--- src/rtl/fbe_pkg.sv ---
package fbe_pkg;
  typedef enum logic [1:0] {
    ST_IDLE  = 2'd0,
    ST_SCAN  = 2'd1,
    ST_DRAIN = 2'd2,
    ST_FIN   = 2'd3
  } fbe_state_t;

  localparam int unsigned TERM_CC = 0;
  localparam int unsigned TERM_CD = 1;
  localparam int unsigned TERM_DC = 2;
  localparam int unsigned NTERMS  = 3;
endpackage

--- src/rtl/fbe_dc_ram.sv ---
module fbe_dc_ram #(
  parameter int unsigned DEPTH = 16,
  localparam int unsigned AW = $clog2(DEPTH)
) (
  input  logic          clk,
  input  logic          we_i,
  input  logic [AW-1:0] waddr_i,
  input  logic          wbit_i,
  input  logic [AW-1:0] raddr_i,
  output logic          rbit_o
);
  logic mem [DEPTH];

  always_ff @(posedge clk) begin
    if (we_i) mem[waddr_i] <= wbit_i;
    rbit_o <= mem[raddr_i];
  end
endmodule

--- src/rtl/fbe_min_track.sv ---
module fbe_min_track #(
  parameter int unsigned RW = 4
) (
  input  logic          clk,
  input  logic          rst,
  input  logic          clr_i,
  input  logic          offer_i,
  input  logic [RW-1:0] rule_i,
  output logic          found_o,
  output logic [RW-1:0] rule_o
);
  always_ff @(posedge clk) begin
    if (rst || clr_i) begin
      found_o <= 1'b0;
      rule_o  <= '0;
    end else if (offer_i && (!found_o || rule_i < rule_o)) begin
      found_o <= 1'b1;
      rule_o  <= rule_i;
    end
  end

  // a running minimum never grows between clears
  assert_min_monotonic_R6: assert property (@(posedge clk) disable iff (rst)
    (found_o && $past(found_o) && !$past(clr_i)) |-> (rule_o <= $past(rule_o)));
endmodule

--- src/rtl/fbe_match_combiner.sv ---
module fbe_match_combiner
  import fbe_pkg::*;
#(
  parameter int unsigned NRULES       = 16,
  parameter int unsigned SLOTS        = 4,
  parameter int unsigned DEFAULT_RULE = NRULES - 1,
  localparam int unsigned RW  = $clog2(NRULES),
  localparam int unsigned SW  = $clog2(SLOTS),
  localparam int unsigned CW  = SW + 1,
  localparam int unsigned LAT = 2 * SLOTS + 2,
  localparam int unsigned LW  = $clog2(LAT + 1) + 1
) (
  input  logic                clk,
  input  logic                rst,
  input  logic                start_i,
  input  logic [SLOTS-1:0]    src_bits_i,
  input  logic [SLOTS*RW-1:0] src_idx_i,
  input  logic [SLOTS-1:0]    src_val_i,
  input  logic [SLOTS-1:0]    dst_bits_i,
  input  logic [SLOTS*RW-1:0] dst_idx_i,
  input  logic [SLOTS-1:0]    dst_val_i,
  input  logic                dc_we_i,
  input  logic                dc_dim_i,
  input  logic [RW-1:0]       dc_addr_i,
  input  logic                dc_bit_i,
  output logic [RW-1:0]       rule_o,
  output logic                hit_o,
  output logic                done_o
);
  localparam logic [RW-1:0] DEF_R = RW'(DEFAULT_RULE);

  fbe_state_t       state_q;
  logic [CW-1:0]    cnt_q;
  logic [LW-1:0]    lat_q;
  logic [SLOTS-1:0] s_bits_q, s_val_q, d_bits_q, d_val_q;
  logic [RW-1:0]    s_idx_q [SLOTS];
  logic [RW-1:0]    d_idx_q [SLOTS];

  logic accept;
  assign accept = (state_q == ST_IDLE) && start_i;

  // ---------------- control and operand capture ----------------
  always_ff @(posedge clk) begin
    if (rst) begin
      state_q <= ST_IDLE;
      cnt_q   <= '0;
      lat_q   <= '0;
    end else begin
      if (state_q != ST_IDLE) lat_q <= lat_q + 1'b1;
      unique case (state_q)
        ST_IDLE: if (accept) begin
          state_q <= ST_SCAN;
          cnt_q   <= '0;
          lat_q   <= '0;
        end
        ST_SCAN: begin
          cnt_q <= cnt_q + 1'b1;
          if (cnt_q == CW'(2 * SLOTS - 1)) state_q <= ST_DRAIN;
        end
        ST_DRAIN: state_q <= ST_FIN;
        ST_FIN:   state_q <= ST_IDLE;
        default:  state_q <= ST_IDLE;
      endcase
    end
  end

  always_ff @(posedge clk) begin
    if (accept) begin
      s_bits_q <= src_bits_i;
      s_val_q  <= src_val_i;
      d_bits_q <= dst_bits_i;
      d_val_q  <= dst_val_i;
      for (int i = 0; i < int'(SLOTS); i++) begin
        s_idx_q[i] <= src_idx_i[i*RW +: RW];
        d_idx_q[i] <= dst_idx_i[i*RW +: RW];
      end
    end
  end

  // ---------------- slot scan: phase 0 source, phase 1 destination ----------------
  logic [SW-1:0] slot;
  logic          phase;
  logic          own_bit, own_val, issue, cc_match;
  logic [RW-1:0] own_rule;

  assign slot  = cnt_q[SW-1:0];
  assign phase = cnt_q[CW-1];

  always_comb begin
    own_bit  = phase ? d_bits_q[slot] : s_bits_q[slot];
    own_val  = phase ? d_val_q[slot]  : s_val_q[slot];
    own_rule = phase ? d_idx_q[slot]  : s_idx_q[slot];
    issue    = (state_q == ST_SCAN) && own_val && own_bit;
    cc_match = 1'b0;
    for (int y = 0; y < int'(SLOTS); y++)
      if (d_val_q[y] && d_bits_q[y] && d_idx_q[y] == own_rule) cc_match = 1'b1;
    cc_match = cc_match && issue && !phase;
  end

  // probe tag, aligned with the one-cycle memory read
  logic          p_v, p_ph;
  logic [RW-1:0] p_rule;
  always_ff @(posedge clk) begin
    if (rst) begin
      p_v    <= 1'b0;
      p_ph   <= 1'b0;
      p_rule <= '0;
    end else begin
      p_v    <= issue;
      p_ph   <= phase;
      p_rule <= own_rule;
    end
  end

  // ---------------- wildcard memories, index 0 source, 1 destination ----------------
  logic [1:0] wild_q;
  for (genvar d = 0; d < 2; d++) begin : g_dc
    fbe_dc_ram #(.DEPTH(NRULES)) u_ram (
      .clk     (clk),
      .we_i    (dc_we_i && (dc_dim_i == 1'(d))),
      .waddr_i (dc_addr_i),
      .wbit_i  (dc_bit_i),
      .raddr_i (own_rule),
      .rbit_o  (wild_q[d])
    );
  end

  // ---------------- three term minima ----------------
  logic          offer [NTERMS];
  logic [RW-1:0] orule [NTERMS];
  logic          found [NTERMS];
  logic [RW-1:0] mrule [NTERMS];

  assign offer[TERM_CC] = cc_match;
  assign orule[TERM_CC] = own_rule;
  assign offer[TERM_CD] = p_v && !p_ph && wild_q[1];
  assign orule[TERM_CD] = p_rule;
  assign offer[TERM_DC] = p_v && p_ph && wild_q[0];
  assign orule[TERM_DC] = p_rule;

  for (genvar t = 0; t < int'(NTERMS); t++) begin : g_term
    fbe_min_track #(.RW(RW)) u_min (
      .clk     (clk),
      .rst     (rst),
      .clr_i   (accept),
      .offer_i (offer[t]),
      .rule_i  (orule[t]),
      .found_o (found[t]),
      .rule_o  (mrule[t])
    );
  end

  logic          best_f;
  logic [RW-1:0] best_r;
  always_comb begin
    best_f = 1'b0;
    best_r = DEF_R;
    for (int t = 0; t < int'(NTERMS); t++)
      if (found[t] && (!best_f || mrule[t] < best_r)) begin
        best_f = 1'b1;
        best_r = mrule[t];
      end
  end

  always_ff @(posedge clk) begin
    if (rst) begin
      rule_o <= DEF_R;
      hit_o  <= 1'b0;
      done_o <= 1'b0;
    end else begin
      done_o <= (state_q == ST_FIN);
      if (state_q == ST_FIN) begin
        rule_o <= best_r;
        hit_o  <= best_f;
      end
    end
  end

  // done arrives a fixed number of edges after the accepting edge
  assert_done_latency_R9: assert property (@(posedge clk) disable iff (rst)
    done_o |-> (lat_q == LW'(LAT)));
  // done is a single-cycle pulse
  assert_done_pulse_R9: assert property (@(posedge clk) disable iff (rst)
    done_o |=> !done_o);
  // a probe result only follows a scan cycle
  assert_probe_in_scan_R10: assert property (@(posedge clk) disable iff (rst)
    p_v |-> ($past(state_q) == ST_SCAN));
  // a miss always reports the default rule
  assert_miss_default_R7: assert property (@(posedge clk) disable iff (rst)
    (done_o && !hit_o) |-> (rule_o == DEF_R));
endmodule

--- config.mk ---
export PLATFORM = sky130hd
export DESIGN_NAME = fbe_match_combiner
export DESIGN_NICKNAME = d
export VERILOG_FILES = /design/src/rtl/fbe_pkg.sv /design/src/rtl/fbe_dc_ram.sv /design/src/rtl/fbe_min_track.sv /design/src/rtl/fbe_match_combiner.sv
export SDC_FILE = /design/constraint.sdc
export NUM_CORES = 1
export LEC_CHECK = 0
export BUFFER_PORTS_ARGS = -buffer_cell sky130_fd_sc_hd__buf_4
export CAP_MARGIN = 20
export CELL_PAD_IN_SITES_DETAIL_PLACEMENT = 0
export CELL_PAD_IN_SITES_GLOBAL_PLACEMENT = 2
export CORE_MARGIN = 5
export CORE_UTILIZATION = 40
export CTS_BUF_LIST = sky130_fd_sc_hd__clkbuf_4
export DETAILED_ROUTE_END_ITERATION = 16
export PLACE_DENSITY_LB_ADDON = 0.1
export SYNTH_ARGS = -nofsm -noshare
export SYNTH_HDL_FRONTEND = slang
export SYNTH_SLANG_ARGS = --single-unit
--- constraint.sdc ---
create_clock -name clk -period 3.9 [get_ports clk]
set_input_delay 0.195 -clock clk [delete_from_list [all_inputs] [get_ports clk]]
set_output_delay 0.195 -clock clk [all_outputs]
set_load 0.005 [all_outputs]
# == Word level (Yosys, flattened, before mapping) ==
# Memory sizes are Yosys's and may differ from the RTL's. A register that Yosys moved wholly into a read port is not among the register bits.
# Index checks and enable logic that the tools add are counted.
# word_totals
latchBits,0
input_bits,58
romBits,0
n_memories,4
ramBits,64
out_inout_bits,6
reg_bits,48
elab_cells,117
# mem_list
name,depth,word_bits,rd,rd_ports_with_merged_regs,write_ports,line_no,rtl
d_idx_q,4,4,5,1,4,fbe_match_combiner.sv:37,logic [RW-1:0] d_idx_q [SLOTS];
g_dc[0].u_ram.mem,16,1,1,1,1,fbe_dc_ram.sv:12,logic mem [DEPTH];
g_dc[1].u_ram.mem,16,1,1,1,1,fbe_dc_ram.sv:12,
s_idx_q,4,4,1,1,4,fbe_match_combiner.sv:36,logic [RW-1:0] s_idx_q [SLOTS];
# classes
n_eq_ne,10
shifts,0
n_mux,36
mul,0
bitwise_logic,1
magnitude_cmp,6
n_addsub,1
n_div,0
n_reduce_logical,41
# op_table
operator,n
logical AND 1 bit,24
< comparator 4 bit,5
2-to-1 mux 1 bit,19
== test 4 bit,4
2-to-1 mux 4 bit,4
2-to-1 mux 2 bit,6
binary-select mux 1 bit (select 2 bit),4
case mux 2 bit (4 select lines),1
logical NOT 1 bit,7
logical OR 1 bit,6
case mux 3 bit (2 select lines),1
== test 2 bit (second input constant),2
AND reduction 2 bit,2
adder 3 x 1 -> 3 bit (second input constant),1
== test 3 bit (second input constant),1
< comparator 2 x 3 -> 1 bit (second input constant),1
2-to-1 mux 3 bit,1
== test 2 x 1 -> 1 bit (second input constant),1
logical NOT 2 bit,1
inequality test 2 x 1 -> 1 bit (second input constant),1
inequality test 2 bit (second input constant),1
nonzero test 2 bit,1
inverter 1 bit,1

# == Longest topological paths before layout ==
# logic_depth
depth_word,10
depth_mapped,17
ltp_nobuf,17

# == By module ==
# From an unflattened synthesis, not the netlist that was laid out.
# hier_totals
cells_unflattened,439
area_unflattened_um2,5559.1
# modules_own_cells
mod,area_each_um2,n_inst,seq_area_each_um2,cells_per_inst
fbe_match_combiner,3178.0,1,1821.7,243
fbe_dc_ram,745.7,2,500.5,47
fbe_min_track,296.5,3,100.1,34

# == Least setup slack after synthesis ==
# OpenSTA, ideal clock, no wires.
# synth_timing
kind,reg-to-reg
from,register with a tool-made name
to,register g_term[0].u_min.rule_o[1]
setup_slack_ps,674
path_stages_with_launch,13
t_arrival_ps,3105
path_buffers,3
cell_sequence,dfxtp_1 buf_6 mux4_2 mux2i_4 clkbuf_1 clkbuf_1 inv_1 ha_1 a21boi_0 o21ai_0 a21oi_1 a211oi_4 mux2_4
# synth_lines
element,line_no,rtl
"end signal, assigned",fbe_min_track.sv:18,rule_o <= rule_i;
"end, declared",fbe_min_track.sv:10,output logic [RW-1:0] rule_o

# == Worst setup path in the final report ==
# layout_timing
from,register g_term[0].u_min.found_o
to,register rule_o[2]
# layout_via
elab_chain_len,9
elab_cells_between_ends,13
# layout_rtl
element,line_no,rtl
"start, declared",fbe_min_track.sv:9,"output logic found_o,"
"start signal, assigned",fbe_min_track.sv:14,found_o <= 1'b0;
"start signal, assigned",fbe_min_track.sv:17,found_o <= 1'b1;
2-to-1 mux 4 bit or 2-to-1 mux 1 bit (tied branches),fbe_match_combiner.sv:159,if (found[t] && (!best_f || mrule[t] < best_r)) begin
< comparator 4 bit or logical NOT 1 bit (tied branches),fbe_match_combiner.sv:159,
logical OR 1 bit,fbe_match_combiner.sv:159,
logical AND 1 bit,fbe_match_combiner.sv:159,
2-to-1 mux 4 bit or 2-to-1 mux 1 bit (tied branches),fbe_match_combiner.sv:159,
< comparator 4 bit or logical NOT 1 bit (tied branches),fbe_match_combiner.sv:159,
logical OR 1 bit,fbe_match_combiner.sv:159,
logical AND 1 bit,fbe_match_combiner.sv:159,
2-to-1 mux 4 bit (*),fbe_match_combiner.sv:159,
"end signal, assigned",fbe_match_combiner.sv:173,rule_o <= best_r;
"end, declared",fbe_match_combiner.sv:26,"output logic [RW-1:0] rule_o,"
# Every way passes the cells marked *; elsewhere a longest branch is shown, timed or not.
# A chain may end at the register's enable or synchronous reset.

==> impl_metrics.prom <==
# TYPE chip_impl_metric gauge
chip_impl_metric{name="initial_core_utilization",unit="%"} 40.6
chip_impl_metric{name="report.final.slew_viol_count",unit=""} 0
chip_impl_info{name="critical_path.top_delay_family",value="compound AO/OA/AOI/OAI gates"} 1
chip_impl_metric{name="tns",unit="ns"} 0
chip_impl_metric{name="fin_crit_sh",unit="%"} 87.9
chip_impl_info{name="synthFlopType",value="edfxtp_1"} 1
chip_impl_metric{name="site_row_count",unit=""} 42
chip_impl_metric{name="worst_ep_arrival_time",unit="ns"} 3.88
chip_impl_metric{name="antenna-diode-count",unit=""} 0
chip_impl_metric{name="slowest_delay",unit="ns"} 0.46
chip_impl_metric{name="ir_worst_vdd",unit="uV"} 265
chip_impl_info{name="worstHoldPathType",value="input pin to flop"} 1
chip_impl_metric{name="grt_antenna_before_repair",unit=""} 0
chip_impl_metric{name="die_width",unit="um"} 125
chip_impl_metric{name="clk-insertion-delay-late",unit="ns"} 0.52
chip_impl_info{name="slowest_stage_cell_on_the_critical_path",value="dfxtp_1"} 1
chip_impl_metric{name="final.hold.worst_slack",unit="ns"} 0.0598
chip_impl_info{name="yosysTopAreaCell",value="edfxtp_1"} 1
chip_impl_metric{name="worst_path_maximum_fanout",unit=""} 9
chip_impl_metric{name="routed_wl",unit="mm"} 11.3
chip_impl_metric{name="min_period",unit="ns"} 3.43
chip_impl_metric{name="fillers",unit=""} 1153
chip_impl_metric{name="postSynthCellCount",unit=""} 443
chip_impl_info{name="worstSetupPathType",value="flop to flop"} 1
chip_impl_metric{name="avgSynthCellArea",unit="sq um"} 12.0
chip_impl_metric{name="grt_max_degree",unit=""} 50
chip_impl_info{name="outcome",value="complete, no violations"} 1
chip_impl_metric{name="cts.path.max_buffers",unit=""} 2
chip_impl_metric{name="synth_async_sr_flop_share",unit="%"} 0
chip_impl_info{name="cts.root.buffer_cell",value="clkbuf_4"} 1
chip_impl_metric{name="drc_errors",unit=""} 0
chip_impl_metric{name="via_count",unit=""} 3694
chip_impl_metric{name="h-tree-depth",unit=""} 4
chip_impl_metric{name="core-area",unit="sq mm"} 0.0131
chip_impl_metric{name="yosys_warnings",unit=""} 0
chip_impl_metric{name="synth-seq-area-share",unit="%"} 58.6
chip_impl_metric{name="cp.required",unit="ns"} 4.36
chip_impl_info{name="setup.worst_path.end_class",value="flop"} 1
chip_impl_metric{name="cts_setup_buffers",unit=""} 0
chip_impl_metric{name="fmax",unit="GHz"} 0.292
chip_impl_info{name="critical_path.most_common_cell",value="nand2_1"} 1
chip_impl_metric{name="synth_enable_flop_cells",unit=""} 80
chip_impl_metric{name="routedWlPerCell",unit="um"} 15.1
chip_impl_metric{name="max-cap-violations",unit=""} 0
chip_impl_metric{name="drt-pass1-iter-count",unit=""} 4
chip_impl_metric{name="tightestPinTransition",unit="ns"} 0.637
chip_impl_metric{name="numCtsBuffers",unit=""} 17
chip_impl_metric{name="static-leakage-power",unit="nW"} 2.58
chip_impl_metric{name="slew_headroom",unit="%"} 57.5
chip_impl_metric{name="synth_area",unit="sq mm"} 0.00533
chip_impl_metric{name="groute.usage.overall",unit="%"} 15.5
chip_impl_metric{name="design.final.nets",unit=""} 642
chip_impl_metric{name="drt_iter0_markers",unit=""} 182
chip_impl_metric{name="die-area",unit="sq mm"} 0.0157
chip_impl_metric{name="clkTransAtPathRegs",unit="ns"} 0.10
chip_impl_metric{name="final-hold-violation-count",unit=""} 0
chip_impl_info{name="rsz_0062_raised_after_global_routing",value="no"} 1
chip_impl_metric{name="layout-drive-gt1-share",unit="%"} 21.1
chip_impl_metric{name="setup_viol",unit=""} 0
chip_impl_metric{name="dp_hpwl",unit="mm"} 7.68
chip_impl_metric{name="viasPerCell",unit=""} 4.91
chip_impl_metric{name="drt.antenna.violating_nets",unit=""} 0
chip_impl_metric{name="overflow",unit=""} 0
chip_impl_info{name="yosys-top-cells-area",value="edfxtp_1 45%, dfxtp_1 14%, nor2_1 4.9%, ha_1 4.7%, mux2i_1 4.5%"} 1
chip_impl_metric{name="synthDistinctLibCells",unit=""} 47
chip_impl_metric{name="worst-path-buf-inv",unit=""} 1
chip_impl_info{name="crit_chain",value="inv_1 > nor2_1 > ha_1 > o211ai_1 > o21bai_1 > nand2_1 > a21o_1 > nand2_1 > o21ai_0 > ha_1 > a211oi_1 > nand2_1 > or2_2 > o31a_1 > nand2b_1 > a31oi_1"} 1
chip_impl_metric{name="number_of_i_o_port_buffers",unit=""} 63
chip_impl_info{name="cts_tree",value="built"} 1
chip_impl_metric{name="r2r_setup_slack",unit="ns"} 0.47
chip_impl_metric{name="synthDominantCellAreaShare",unit="%"} 45.0
chip_impl_metric{name="die_h",unit="um"} 125
chip_impl_metric{name="grt_first_pass_wirelength",unit="mm"} 19.3
chip_impl_metric{name="boundaryPins",unit=""} 64
chip_impl_metric{name="finalClockSkew",unit="ns"} 0.0123
chip_impl_metric{name="power_density",unit="mW/mm^2"} 516
chip_impl_metric{name="postSynthNetCount",unit=""} 521
chip_impl_metric{name="place_congestion",unit=""} 0.815
chip_impl_metric{name="first_global_vias",unit=""} 3884
chip_impl_metric{name="area_growth_syn_to_layout",unit="%"} 27.5
chip_impl_metric{name="cts.sink_count",unit=""} 116
chip_impl_metric{name="finish.utilization",unit="%"} 51.8
chip_impl_metric{name="flop_and_latch_count_out_of_synthesis",unit=""} 116
chip_impl_info{name="critical_path.startpoint_type",value="flop"} 1
## final cells by class
class / count / area (sq um) / area share, %
Sequential cell: 116 / 3120 / 45.9
Inverter: 17 / 63.8 / 0.938
Timing Repair Buffer: 120 / 1030 / 15.1
Clock buffer: 18 / 135 / 1.99
Tap cell: 176 / 220 / 3.24
Clock inverter: 14 / 166 / 2.45
Multi-Input combinational cell: 292 / 2070 / 30.4
## Yosys cell counts (11+ instances only)
library cell and count:
inv_1 17, ha_1 20, nor3_1 16, nand2_1 20, dfxtp_1 36, mux2i_1 24
o21ai_0 11, nor2_1 70, a21oi_1 18, nand2b_1 11, edfxtp_1 80, clkbuf_1 13
## stage by stage
stage,total power [mW],cell area (sq um),worst slack (ns),std cells
global placement,2.56,6000,0.608,671
finish,3.51,6800,0.474,753
global route,3.74,6800,0.0527,753
floorplan,2.31,5330,0.674,443
detailed placement,2.57,6000,0.463,671
CTS,3.56,6790,0.440,752
## routing by layer
layer | up-vias | part of all wire (%) | global-route usage [%]
met5 | - | 0 | 0
met4 | 0 | 1.2 | 4.78
met3 | 12 | 4.3 | 5.07
met2 | 68 | 49 | 25.2
met1 | 1759 | 46 | 19.8
li1 | 1855 | - | -
## power breakdown
group | total [mW] | internal [mW] | switching (mW) | leakage [nW]
registers | 1.64 | 1.54 | 0.102 | 1.04
logic | 0.928 | 0.415 | 0.513 | 1.38
clock network | 0.942 | 0.500 | 0.442 | 0.163
## layout by cell type, fill, tap and decap left out, drive strengths merged, types with 16 or more instances in the layout
master       synthesis  layout
ha                  20      20
nor3                16      16
a21oi               18      18
nand2               20      20
dlygate4sd3          0      50
inv                 17      17
mux2i               26      26
clkbuf              13      18
buf                  5      70
nor2                70      70
dfxtp               36      36
edfxtp              80      80
## repair_timing
action,4_1_cts,5_1_grt
gates resized for setup,0,0
endpoints found under the hold margin,61,1
hold buffers,49,1
## sequential cells by signal (all words and copies together), names as in the netlist, 4 cells and up, named ones only
signal / count
rule_o: 4
p_rule: 4
s_bits_q: 4
d_val_q: 4
d_bits_q: 4
s_val_q: 4
g_dc.u_ram.mem: 32
d_idx_q: 16
s_idx_q: 16
g_term.u_min.rule_o: 12
## logic make-up (layout without fill, tap and decap cells)
family / count (synthesis) / after routing / synth area share [%]
buffers and inverters: 35 / 169 / 2.74
flip-flops: 116 / 116 / 58.6
multiplexers: 43 / 43 / 10.4
AO/OA/AOI/OAI: 66 / 66 / 8.09
XOR/XNOR: 16 / 16 / 2.63
adder cells (fa/ha/maj): 20 / 20 / 4.69
AND/OR/NAND/NOR: 147 / 147 / 12.9
## path summary, 6_finish.rpt
path,cells past startpoint,endpoint,startpoint
worst min register to register,2,hit_o,hit_o
worst max register to register,16,rule_o[2],g_term[0].u_min.found_o
worst max-delay path,16,rule_o[2],g_term[0].u_min.found_o
worst min-delay path,2,g_dc[1].u_ram.mem[0],dc_addr_i[1]
No activity file was read; power rests on OpenSTA's default activity.
